<file path="src/rtl/dmt_pkg.sv">
package dmt_pkg;
  localparam int unsigned DMT_CNT_W = 32;

  typedef enum logic [1:0] {
    IDX_COUNT   = 2'd0,
    IDX_RELOAD  = 2'd1,
    IDX_MATCH_A = 2'd2,
    IDX_MATCH_B = 2'd3
  } dmt_idx_e;
endpackage

</file>
<file path="src/rtl/dmt_tick_sel.sv">
module dmt_tick_sel #(
  parameter bit EXT_TICK_EN = 1'b1
) (
  input  logic tick_1m,
  input  logic clk_sel,
  output logic tick
);
  generate
    if (EXT_TICK_EN) begin : g_ext
      assign tick = clk_sel ? tick_1m : 1'b1;
    end else begin : g_bus
      logic unused_ok;
      assign unused_ok = tick_1m ^ clk_sel;
      assign tick = 1'b1;
    end
  endgenerate
endmodule

</file>
<file path="src/rtl/dmt_regs.sv">
module dmt_regs
  import dmt_pkg::*;
#(
  parameter int unsigned CNT_W = DMT_CNT_W
) (
  input  logic             clk,
  input  logic             rst_n,
  input  logic             reg_wr,
  input  logic [1:0]       reg_idx,
  input  logic [CNT_W-1:0] reg_wdata,
  output logic [CNT_W-1:0] reload_q,
  output logic [CNT_W-1:0] match_a_q,
  output logic [CNT_W-1:0] match_b_q,
  output logic             wr_count,
  output logic             wr_reload
);
  logic wr_ma, wr_mb;

  assign wr_count  = reg_wr && (reg_idx == IDX_COUNT);
  assign wr_reload = reg_wr && (reg_idx == IDX_RELOAD);
  assign wr_ma     = reg_wr && (reg_idx == IDX_MATCH_A);
  assign wr_mb     = reg_wr && (reg_idx == IDX_MATCH_B);

  always_ff @(posedge clk) begin
    if (!rst_n) begin
      reload_q  <= '0;
      match_a_q <= '0;
      match_b_q <= '0;
    end else begin
      if (wr_reload) reload_q  <= reg_wdata;
      if (wr_ma)     match_a_q <= reg_wdata;
      if (wr_mb)     match_b_q <= reg_wdata;
    end
  end
endmodule

</file>
<file path="src/rtl/dmt_counter.sv">
module dmt_counter
  import dmt_pkg::*;
#(
  parameter int unsigned CNT_W = DMT_CNT_W
) (
  input  logic             clk,
  input  logic             rst_n,
  input  logic             en,
  input  logic             tick,
  input  logic             ovf_ie,
  input  logic [CNT_W-1:0] reload,
  input  logic [CNT_W-1:0] match_a,
  input  logic [CNT_W-1:0] match_b,
  input  logic             wr_count,
  input  logic             wr_reload,
  input  logic [CNT_W-1:0] wdata,
  output logic [CNT_W-1:0] cnt_q,
  output logic             evt_now
);
  // threshold clamp: values at or above reload behave as zero
  function automatic logic [CNT_W-1:0] eff_thr(input logic [CNT_W-1:0] m,
                                               input logic [CNT_W-1:0] rl);
    return (m < rl) ? m : '0;
  endfunction

  function automatic logic lands_on_event(input logic [CNT_W-1:0] nxt,
                                          input logic [CNT_W-1:0] ea,
                                          input logic [CNT_W-1:0] eb,
                                          input logic             ovf);
    logic zero_armed;
    zero_armed = ovf || (ea == '0) || (eb == '0);
    if (nxt == '0) return zero_armed;
    return (nxt == ea) || (nxt == eb);
  endfunction

  logic             en_q;
  logic [CNT_W-1:0] cnt_d;
  logic             dec;
  logic             start_load;
  logic [CNT_W-1:0] ea, eb;

  assign ea         = eff_thr(match_a, reload);
  assign eb         = eff_thr(match_b, reload);
  assign start_load = wr_reload && (reload == '0) && (wdata != '0);

  always_comb begin
    cnt_d = cnt_q;
    dec   = 1'b0;
    if (en && !en_q) begin
      cnt_d = reload;
    end else if (en) begin
      if (wr_count) begin
        cnt_d = wdata;
      end else if (start_load) begin
        cnt_d = wdata;
      end else if (tick && (reload != '0)) begin
        if (cnt_q == '0) begin
          cnt_d = reload;
        end else begin
          cnt_d = cnt_q - 1'b1;
          dec   = 1'b1;
        end
      end
    end
  end

  assign evt_now = dec && lands_on_event(cnt_d, ea, eb, ovf_ie);

  always_ff @(posedge clk) begin
    if (!rst_n) begin
      cnt_q <= '0;
      en_q  <= 1'b0;
    end else begin
      cnt_q <= cnt_d;
      en_q  <= en;
    end
  end

  AST_FREEZE_WHEN_OFF: assert property (@(posedge clk) disable iff (!rst_n)
    !en |=> $stable(cnt_q));
  AST_RESTART_LOAD: assert property (@(posedge clk) disable iff (!rst_n)
    (en && !en_q) |=> (cnt_q == $past(reload)));
  AST_WRAP_RELOAD: assert property (@(posedge clk) disable iff (!rst_n)
    (en && en_q && tick && !wr_count && !wr_reload && cnt_q == '0 && reload != '0)
      |=> (cnt_q == $past(reload)));
  AST_STEP_ONE: assert property (@(posedge clk) disable iff (!rst_n)
    (en && en_q && tick && !wr_count && !start_load && cnt_q != '0 && reload != '0)
      |=> (cnt_q == $past(cnt_q) - 1'b1));
  AST_HOLD_NO_TICK: assert property (@(posedge clk) disable iff (!rst_n)
    (en && en_q && !tick && !wr_count && !wr_reload) |=> $stable(cnt_q));
endmodule

</file>
<file path="src/rtl/dmt_irq.sv">
module dmt_irq (
  input  logic clk,
  input  logic rst_n,
  input  logic evt_now,
  output logic irq_q,
  output logic strobe_q
);
  always_ff @(posedge clk) begin
    if (!rst_n) begin
      irq_q    <= 1'b0;
      strobe_q <= 1'b0;
    end else begin
      irq_q    <= irq_q ^ evt_now;
      strobe_q <= evt_now;
    end
  end

  AST_IRQ_FLIP: assert property (@(posedge clk) disable iff (!rst_n)
    strobe_q == (irq_q != $past(irq_q)));
endmodule

</file>
<file path="src/rtl/dmatch_timer_chan.sv">
module dmatch_timer_chan
  import dmt_pkg::*;
#(
  parameter int unsigned CNT_W       = DMT_CNT_W,
  parameter bit          EXT_TICK_EN = 1'b1
) (
  input  logic             clk,
  input  logic             rst_n,
  input  logic             tick_1m,
  input  logic             en,
  input  logic             clk_sel,
  input  logic             ovf_ie,
  input  logic             reg_wr,
  input  logic [1:0]       reg_idx,
  input  logic [CNT_W-1:0] reg_wdata,
  output logic [CNT_W-1:0] reg_rdata,
  output logic             irq_level,
  output logic             evt_strobe
);
  logic             tick;
  logic [CNT_W-1:0] reload_q, match_a_q, match_b_q, cnt_q;
  logic             wr_count, wr_reload, evt_now;

  dmt_tick_sel #(.EXT_TICK_EN(EXT_TICK_EN)) u_tick (
    .tick_1m(tick_1m), .clk_sel(clk_sel), .tick(tick)
  );

  dmt_regs #(.CNT_W(CNT_W)) u_regs (
    .clk(clk), .rst_n(rst_n), .reg_wr(reg_wr), .reg_idx(reg_idx),
    .reg_wdata(reg_wdata), .reload_q(reload_q), .match_a_q(match_a_q),
    .match_b_q(match_b_q), .wr_count(wr_count), .wr_reload(wr_reload)
  );

  dmt_counter #(.CNT_W(CNT_W)) u_cnt (
    .clk(clk), .rst_n(rst_n), .en(en), .tick(tick), .ovf_ie(ovf_ie),
    .reload(reload_q), .match_a(match_a_q), .match_b(match_b_q),
    .wr_count(wr_count), .wr_reload(wr_reload), .wdata(reg_wdata),
    .cnt_q(cnt_q), .evt_now(evt_now)
  );

  dmt_irq u_irq (
    .clk(clk), .rst_n(rst_n), .evt_now(evt_now),
    .irq_q(irq_level), .strobe_q(evt_strobe)
  );

  always_comb begin
    case (reg_idx)
      IDX_COUNT:   reg_rdata = en ? cnt_q : reload_q;
      IDX_RELOAD:  reg_rdata = reload_q;
      IDX_MATCH_A: reg_rdata = match_a_q;
      default:     reg_rdata = match_b_q;
    endcase
  end

  AST_QUIET_WHEN_OFF: assert property (@(posedge clk) disable iff (!rst_n)
    !en |=> !evt_strobe);
  AST_IDLE_ZERO_RELOAD: assert property (@(posedge clk) disable iff (!rst_n)
    (reload_q == '0) |=> !evt_strobe);
endmodule

</file>
<file path="config.mk">
export PLATFORM = sky130hd
export DESIGN_NAME = dmatch_timer_chan
export DESIGN_NICKNAME = d
export VERILOG_FILES = /design/src/rtl/dmt_pkg.sv /design/src/rtl/dmt_tick_sel.sv /design/src/rtl/dmt_regs.sv /design/src/rtl/dmt_counter.sv /design/src/rtl/dmt_irq.sv /design/src/rtl/dmatch_timer_chan.sv
export SDC_FILE = /design/constraint.sdc
export NUM_CORES = 1
export LEC_CHECK = 0
export ABC_AREA = 1
export CAP_MARGIN = 20
export CORE_MARGIN = 2
export CORE_UTILIZATION = 30
export CTS_CLUSTER_DIAMETER = 100
export DETAILED_ROUTE_END_ITERATION = 8
export PLACE_DENSITY = 0.57
export RECOVER_POWER = 100
export SYNTH_ARGS = -nofsm -noshare
export SYNTH_HDL_FRONTEND = slang
export SYNTH_SLANG_ARGS = --single-unit
</file>
<file path="constraint.sdc">
create_clock -name clk -period 7.25 [get_ports clk]
set_clock_uncertainty 0.05 [all_clocks]
set_input_delay 0.725 -clock clk [delete_from_list [all_inputs] [get_ports clk]]
set_output_delay 0.725 -clock clk [all_outputs]
set_load 0.05 [all_outputs]
</file>
==> flow_summary.toml, run 1 <==
[logic_synthesis]
synth.avg_cell_area_sq_um = 5.90
netlist_area_sq_um = 11700
yosysWarnings = 0
ys_types = 38
synth_top_family_by_area = "simple AND/OR/NAND/NOR gates"
synth-async-reset-ratio = 0
synthAdderAreaFrac = 0.0687
synth_edf_count = 0
synth_compound_area_frac = 0.220
ys.flop_type = "dfxtp_1"
syn_inst = 1975
synthMuxAreaShare = 0
synth_xor_area_frac = 0.0143
synth-simple-area-share = 0.349
synth_seq_cells = 131
yosysSeqAreaShare = 0.225
syn-num-nets = 2080

[global_route]
grt_overflow = 0
grt_pass1_wl_mm = 72.3
grt_antenna_before_repair = 0
grt.total_usage = 0.229
grt_pass1_vias = 12736
grt_max_degree = 97

[finish]
area_growth_pct = 14.3
layout.nets = 2106
final_common_cell = "nand2_1"
fillers = 4248
antenna_cells = 0
layout-drive-gt1-share = 0.0531
fin_area_sq_um = 13300
mostFrequentLayoutCells = "nand2_1, inv_1, nor2_1, a21oi_1, o21ai_0"

[critical_path]
cp_common_cell = "dlygate4sd3_1"
cpLargestDelayFamily = "buffers and inverters"
cp.required_ps = 6470
worstSetupEndpointType = "primary output"
criticalPathCategory = "input port to primary output"
crit_path_max_incr_delay_ps = 990
path_cells = "dlygate4sd3_1 -> nor2_1 -> clkbuf_1 -> clkinv_1 -> o22ai_1 -> a21oi_1 -> o21ai_0 -> dlygate4sd3_1"
cp_max_fo = 19
cp.arrival_ps = 4720
r2r_cells = 22
path_buf_inv = 4
crit_slowest_cell = "clkinv_1"
crit_cells = 8
crit_path_start_kind = "input port"

[run]
max_cap_violations = 4

[pwr]
power.density_nw_per_um2 = 222
power.switching_uw = 1260
power.share.clock = 0.330
combPwrFrac = 0.397
swShare = 0.426
leakage_uw = 0.00601
p_int_uw = 1690
seq_power_share = 0.273
vdd_ir_drop_max_uv = 163

[floorplan]
die_w_um = 201
coreArea_sq_um = 38500
ios = 75
start_util = 0.303
die_h_um = 201
row_count = 72
die_area_sq_um = 40400

[cts]
htreeDepth = 4
cts_tree = "yes"
holdBufCountCts = 0
cts_buffer_depth = 2
post_cts_buffers = 0
clock-root-buffer = "clkbuf_16"
cts_buffers = 17
clk_pin_slew_ps = 60
cts_resized = 0
insertion_delay_ps = 450
cts_sinks = 131

[drt]
routedWlPerCell_um = 18.2
routed_wl_mm = 46.1
vias_per_cell = 5.20
drtAntennaViolNets = 0
drcViolationCount = 0
drt_iter0_markers = 1002
vias = 13169
drt_pass1_iterations = 6

[place]
place_hpwl_mm = 33.9
gp_congestion = 0.955
io_buffers = 74
dpl_cell_area_sq_um = 12800

[sta]
worstMarginPinSlew_ps = 2970
setup_viol = 0
period_share = 0.758
grt_setup_unrepaired = "false"
report.final.hold_viol_count = 0
slew_viol_final = 247
max-slew-margin-rel = -0.980
min_period_ps = 5490
fmax_mhz = 182
finalSetupTns_ps = 0

[min_path]
min_path_cells = 2
hold_class = "register to register"

[status]
status = "finished with violations"
violations = "capacitance limit, slew limit"
routing by layer:
layer,up-vias,share of wire,GRT usage
li1,6537,-,-
met1,6124,0.44,0.294
met2,418,0.46,0.384
met3,90,0.056,0.0290
met4,0,0.040,0.101
met5,-,0,0
cells by family after synthesis:
| family | after synthesis |
|---|---|
| buffers and inverters | 347 |
| and+or+nand+nor | 941 |
| DFF | 131 |
| xor gates and xnor gates | 19 |
| adders and majority gates | 64 |
| AOI/OAI and AO/OA | 473 |
worst min-delay path, cell delays in order (launching register included):
cell     delay [ps]
dfxtp_1         320
inv_1            70
a21oi_1          60
worst paths after layout:
check	start	slack, ps	to
setup / recovery	reg_idx[0]	1760	reg_rdata[11]
hold / removal	u_regs.match_a_q[1]	450	u_regs.match_a_q[1]
setup reg to reg	u_regs.reload_q[19]	2170	u_irq.irq_q
hold reg to reg	u_regs.match_a_q[1]	450	u_regs.match_a_q[1]
Yosys cell counts (2+ instances only):
cell type / instances / share of area
nor4_1: 3 / 0.0016
nor3_1: 13 / 0.0056
o41ai_1: 8 / 0.0060
clkbuf_8: 4 / 0.0047
buf_6: 8 / 0.0077
dfxtp_1: 131 / 0.22
nor2_1: 241 / 0.078
nand2_4: 2 / 0.0019
o21ai_1: 9 / 0.0039
nand4_1: 19 / 0.010
o22ai_1: 47 / 0.025
o21bai_1: 2 / 0.0013
nand2_1: 475 / 0.15
nor2_4: 11 / 0.011
inv_2: 6 / 0.0019
o21a_1: 3 / 0.0019
nor2_2: 11 / 0.0059
xor2_1: 18 / 0.014
o21ai_0: 152 / 0.065
nand3_1: 104 / 0.045
buf_2: 14 / 0.0060
nand3b_1: 18 / 0.012
nand3_2: 6 / 0.0052
a21oi_1: 219 / 0.094
clkbuf_1: 53 / 0.017
o211ai_1: 18 / 0.012
o2111ai_1: 14 / 0.011
clkinv_1: 2 / 0.00064
ha_1: 64 / 0.069
inv_1: 258 / 0.083
nand2_2: 35 / 0.019
through the flow:
stage / utilization / setup slack, ps / power, uW / hold slack, ps / instances
6_report: 0.346 / 1760 / 2950 / 451 / 2532
5_1_grt: 0.346 / 1400 / 3130 / 484 / 2532
4_1_cts: 0.348 / 2540 / 2960 / 452 / 2532
3_5_place_dp: 0.332 / 2540 / 1990 / 441 / 2500
3_3_place_gp: 0.331 / 2600 / 1970 / 438 / 2499
2_1_floorplan: - / 4020 / 1630 / 406 / 1975
final cells by class:
cell class,instances,area (sq um),area share
clock buffer,17,425,0.0319
clock inverter,15,203,0.0152
inverter,266,998,0.0750
multi-input combinational,1497,7580,0.569
sequential,131,2620,0.197
tap,518,648,0.0487
timing repair buffer,88,843,0.0633
registers in the layout, summed over array words and instances (netlist names):
register / count
u_cnt.cnt_q: 32
u_cnt.en_q: 1
u_irq.irq_q: 1
u_irq.strobe_q: 1
u_regs.match_a_q: 32
u_regs.match_b_q: 32
u_regs.reload_q: 32
power by group through the flow:
stage | clock network [uW] | logic [uW] | registers (uW)
2_1_floorplan | 0 | 824 | 803
3_3_place_gp | 0 | 1150 | 821
3_5_place_dp | 0 | 1170 | 821
4_1_cts | 980 | 1170 | 805
5_1_grt | 1010 | 1300 | 811
6_report | 974 | 1170 | 806
Power figures use the tool's default switching activity.
==> run 2: changes to the inputs <==
--- a/config.mk
+++ b/config.mk
@@ -11,7 +11,7 @@
 export CORE_UTILIZATION = 30
 export CTS_CLUSTER_DIAMETER = 100
 export DETAILED_ROUTE_END_ITERATION = 8
-export PLACE_DENSITY = 0.57
+export PLACE_DENSITY = 0.59
 export RECOVER_POWER = 100
 export SYNTH_ARGS = -nofsm -noshare
 export SYNTH_HDL_FRONTEND = slang
==> constraint.sdc (replaced) <==
create_clock -name clk -period 4.6 [get_ports clk]
set_clock_uncertainty 0.05 [all_clocks]
set_input_delay 0.46 -clock clk [delete_from_list [all_inputs] [get_ports clk]]
set_output_delay 0.46 -clock clk [all_outputs]
set_load 0.05 [all_outputs]
==> run 2 against run 1 <==
The run still ends with capacitance limit, slew limit left. Combinational power increased by 59%. Global-route usage decreased by 0.37 points. Critical path depth increased by 13.
==> flow_summary.toml, run 2 (synthesis results as in run 1) <==
[status]
status = "finished with violations"
violations = "capacitance limit, slew limit"

[cts]
cts_tree = "yes"
clk_pin_slew_ps = 70
clock-root-buffer = "clkbuf_16"
cts_resized = 0
cts_buffers = 17
cts_sinks = 131
post_cts_buffers = 0
holdBufCountCts = 0
cts_buffer_depth = 2
htreeDepth = 4
insertion_delay_ps = 470

[floorplan]
coreArea_sq_um = 38500
die_area_sq_um = 40400
row_count = 72
die_w_um = 201
die_h_um = 201
start_util = 0.303
ios = 75

[place]
io_buffers = 74
gp_congestion = 0.937
dpl_cell_area_sq_um = 12900
place_hpwl_mm = 34.0

[sta]
fmax_mhz = 233
report.final.hold_viol_count = 0
max-slew-margin-rel = -0.450
min_period_ps = 4280
worstMarginPinSlew_ps = 2170
finalSetupTns_ps = 0
grt_setup_unrepaired = "false"
slew_viol_final = 185
period_share = 0.931
setup_viol = 0

[global_route]
grt_pass1_wl_mm = 71.1
grt_antenna_before_repair = 0
grt_pass1_vias = 12472
grt_overflow = 0
grt.total_usage = 0.225
grt_max_degree = 65

[critical_path]
r2r_cells = 21
crit_path_start_kind = "register"
cp.required_ps = 4910
crit_end = "u_irq.irq_q"
cp_max_fo = 17
reg2reg_to = "u_irq.irq_q"
worstSetupEndpointType = "register"
cp-startpoint = "u_regs.reload_q[31]"
criticalPathCategory = "register to register"
cp.arrival_ps = 4590
r2r_start = "u_regs.reload_q[31]"
ff2ff_setup_slack_ps = 320

[drt]
routed_wl_mm = 46.0
routedWlPerCell_um = 18.1
drcViolationCount = 0
drtAntennaViolNets = 0
vias_per_cell = 5.28
vias = 13396
drt_iter0_markers = 1302
drt_pass1_iterations = 6

[pwr]
vdd_ir_drop_max_uv = 298
leakage_uw = 0.00595
power.density_nw_per_um2 = 349

[finish]
area_growth_pct = 13.9
mostFrequentLayoutCells = "nand2_1, inv_1, nor2_1, a21oi_1, o21ai_0"
fin_area_sq_um = 13300
layout.nets = 2111
layout-drive-gt1-share = 0.0609
final_common_cell = "nand2_1"
antenna_cells = 0

[run]
max_cap_violations = 4

[min_path]
hold_class = "register to register"
min_path_cells = 2
-- run 2: cell types whose count changed in the layout (fill, tap and decap cells not counted), sizes merged --
cell | before | now
dlygate4sd3 | 36 | 18
inv | 268 | 266
clkbuf | 21 | 46
clkinv | 7 | 6
buf | 12 | 14
bufinv | 4 | 3
-- run 2: layout make-up --
class | count | area (sq um)
Clock buffer | 21 | 470
Timing Repair Buffer | 93 | 771
Sequential cell | 131 | 2620
Multi-Input combinational cell | 1497 | 7620
Inverter | 266 | 998
Tap cell | 518 | 648
Clock inverter | 11 | 150
Fill cell | 4247 | 25200
-- run 2: worst max-delay path, stage by stage (launching register included) --
cell	delay, ps
dfxtp_1	420
inv_1	180
ha_1	340
nand2_1	90
nor4_1	730
and3_1	290
nand2_1	140
nand2_2	330
clkbuf_4	420
nor2_1	100
inv_1	80
nand3_1	70
nand2_1	70
nand2_1	60
nor2_1	120
nand3_1	160
nor2_1	150
nand2_1	80
nand3_2	80
nand3_1	80
nand2_1	70
nor2_1	60
-- run 2: routing by layer --
layer  track usage  up-vias  wire length [um]
met5             0        -                 0
met4        0.0791        0              1320
met3        0.0347       78              3030
met2         0.358      546             20600
met1         0.309     6237             21000
li1              -     6535                 -
-- run 2: worst min path at each step --
stage	slack (ps)	start	end
floorplan	410	u_regs.match_b_q[16]	u_regs.match_b_q[16]
CTS	450	u_regs.match_b_q[5]	u_regs.match_b_q[5]
finish	450	u_regs.match_b_q[5]	u_regs.match_b_q[5]
global placement	430	u_regs.match_b_q[4]	u_regs.match_b_q[4]
detailed placement	440	u_regs.match_b_q[5]	u_regs.match_b_q[5]
global route	480	u_regs.match_b_q[5]	u_regs.match_b_q[5]
-- run 2: report_power, final --
part / switching, uW / internal (uW) / total, uW
Sequential: 74.0 / 1200 / 1270
Clock: 607 / 899 / 1510
Combinational: 1300 / 558 / 1860
-- run 2: through the flow --
step	util	hold WS, ps	worst slack [ps]	cells	power, uW
global placement	0.336	433	421	2504	3150
finish	0.345	447	317	2537	4640
global route	0.345	479	124	2537	4890
detailed placement	0.336	439	487	2504	3160
CTS	0.353	449	466	2536	4660
floorplan	-	406	1900	1975	2560
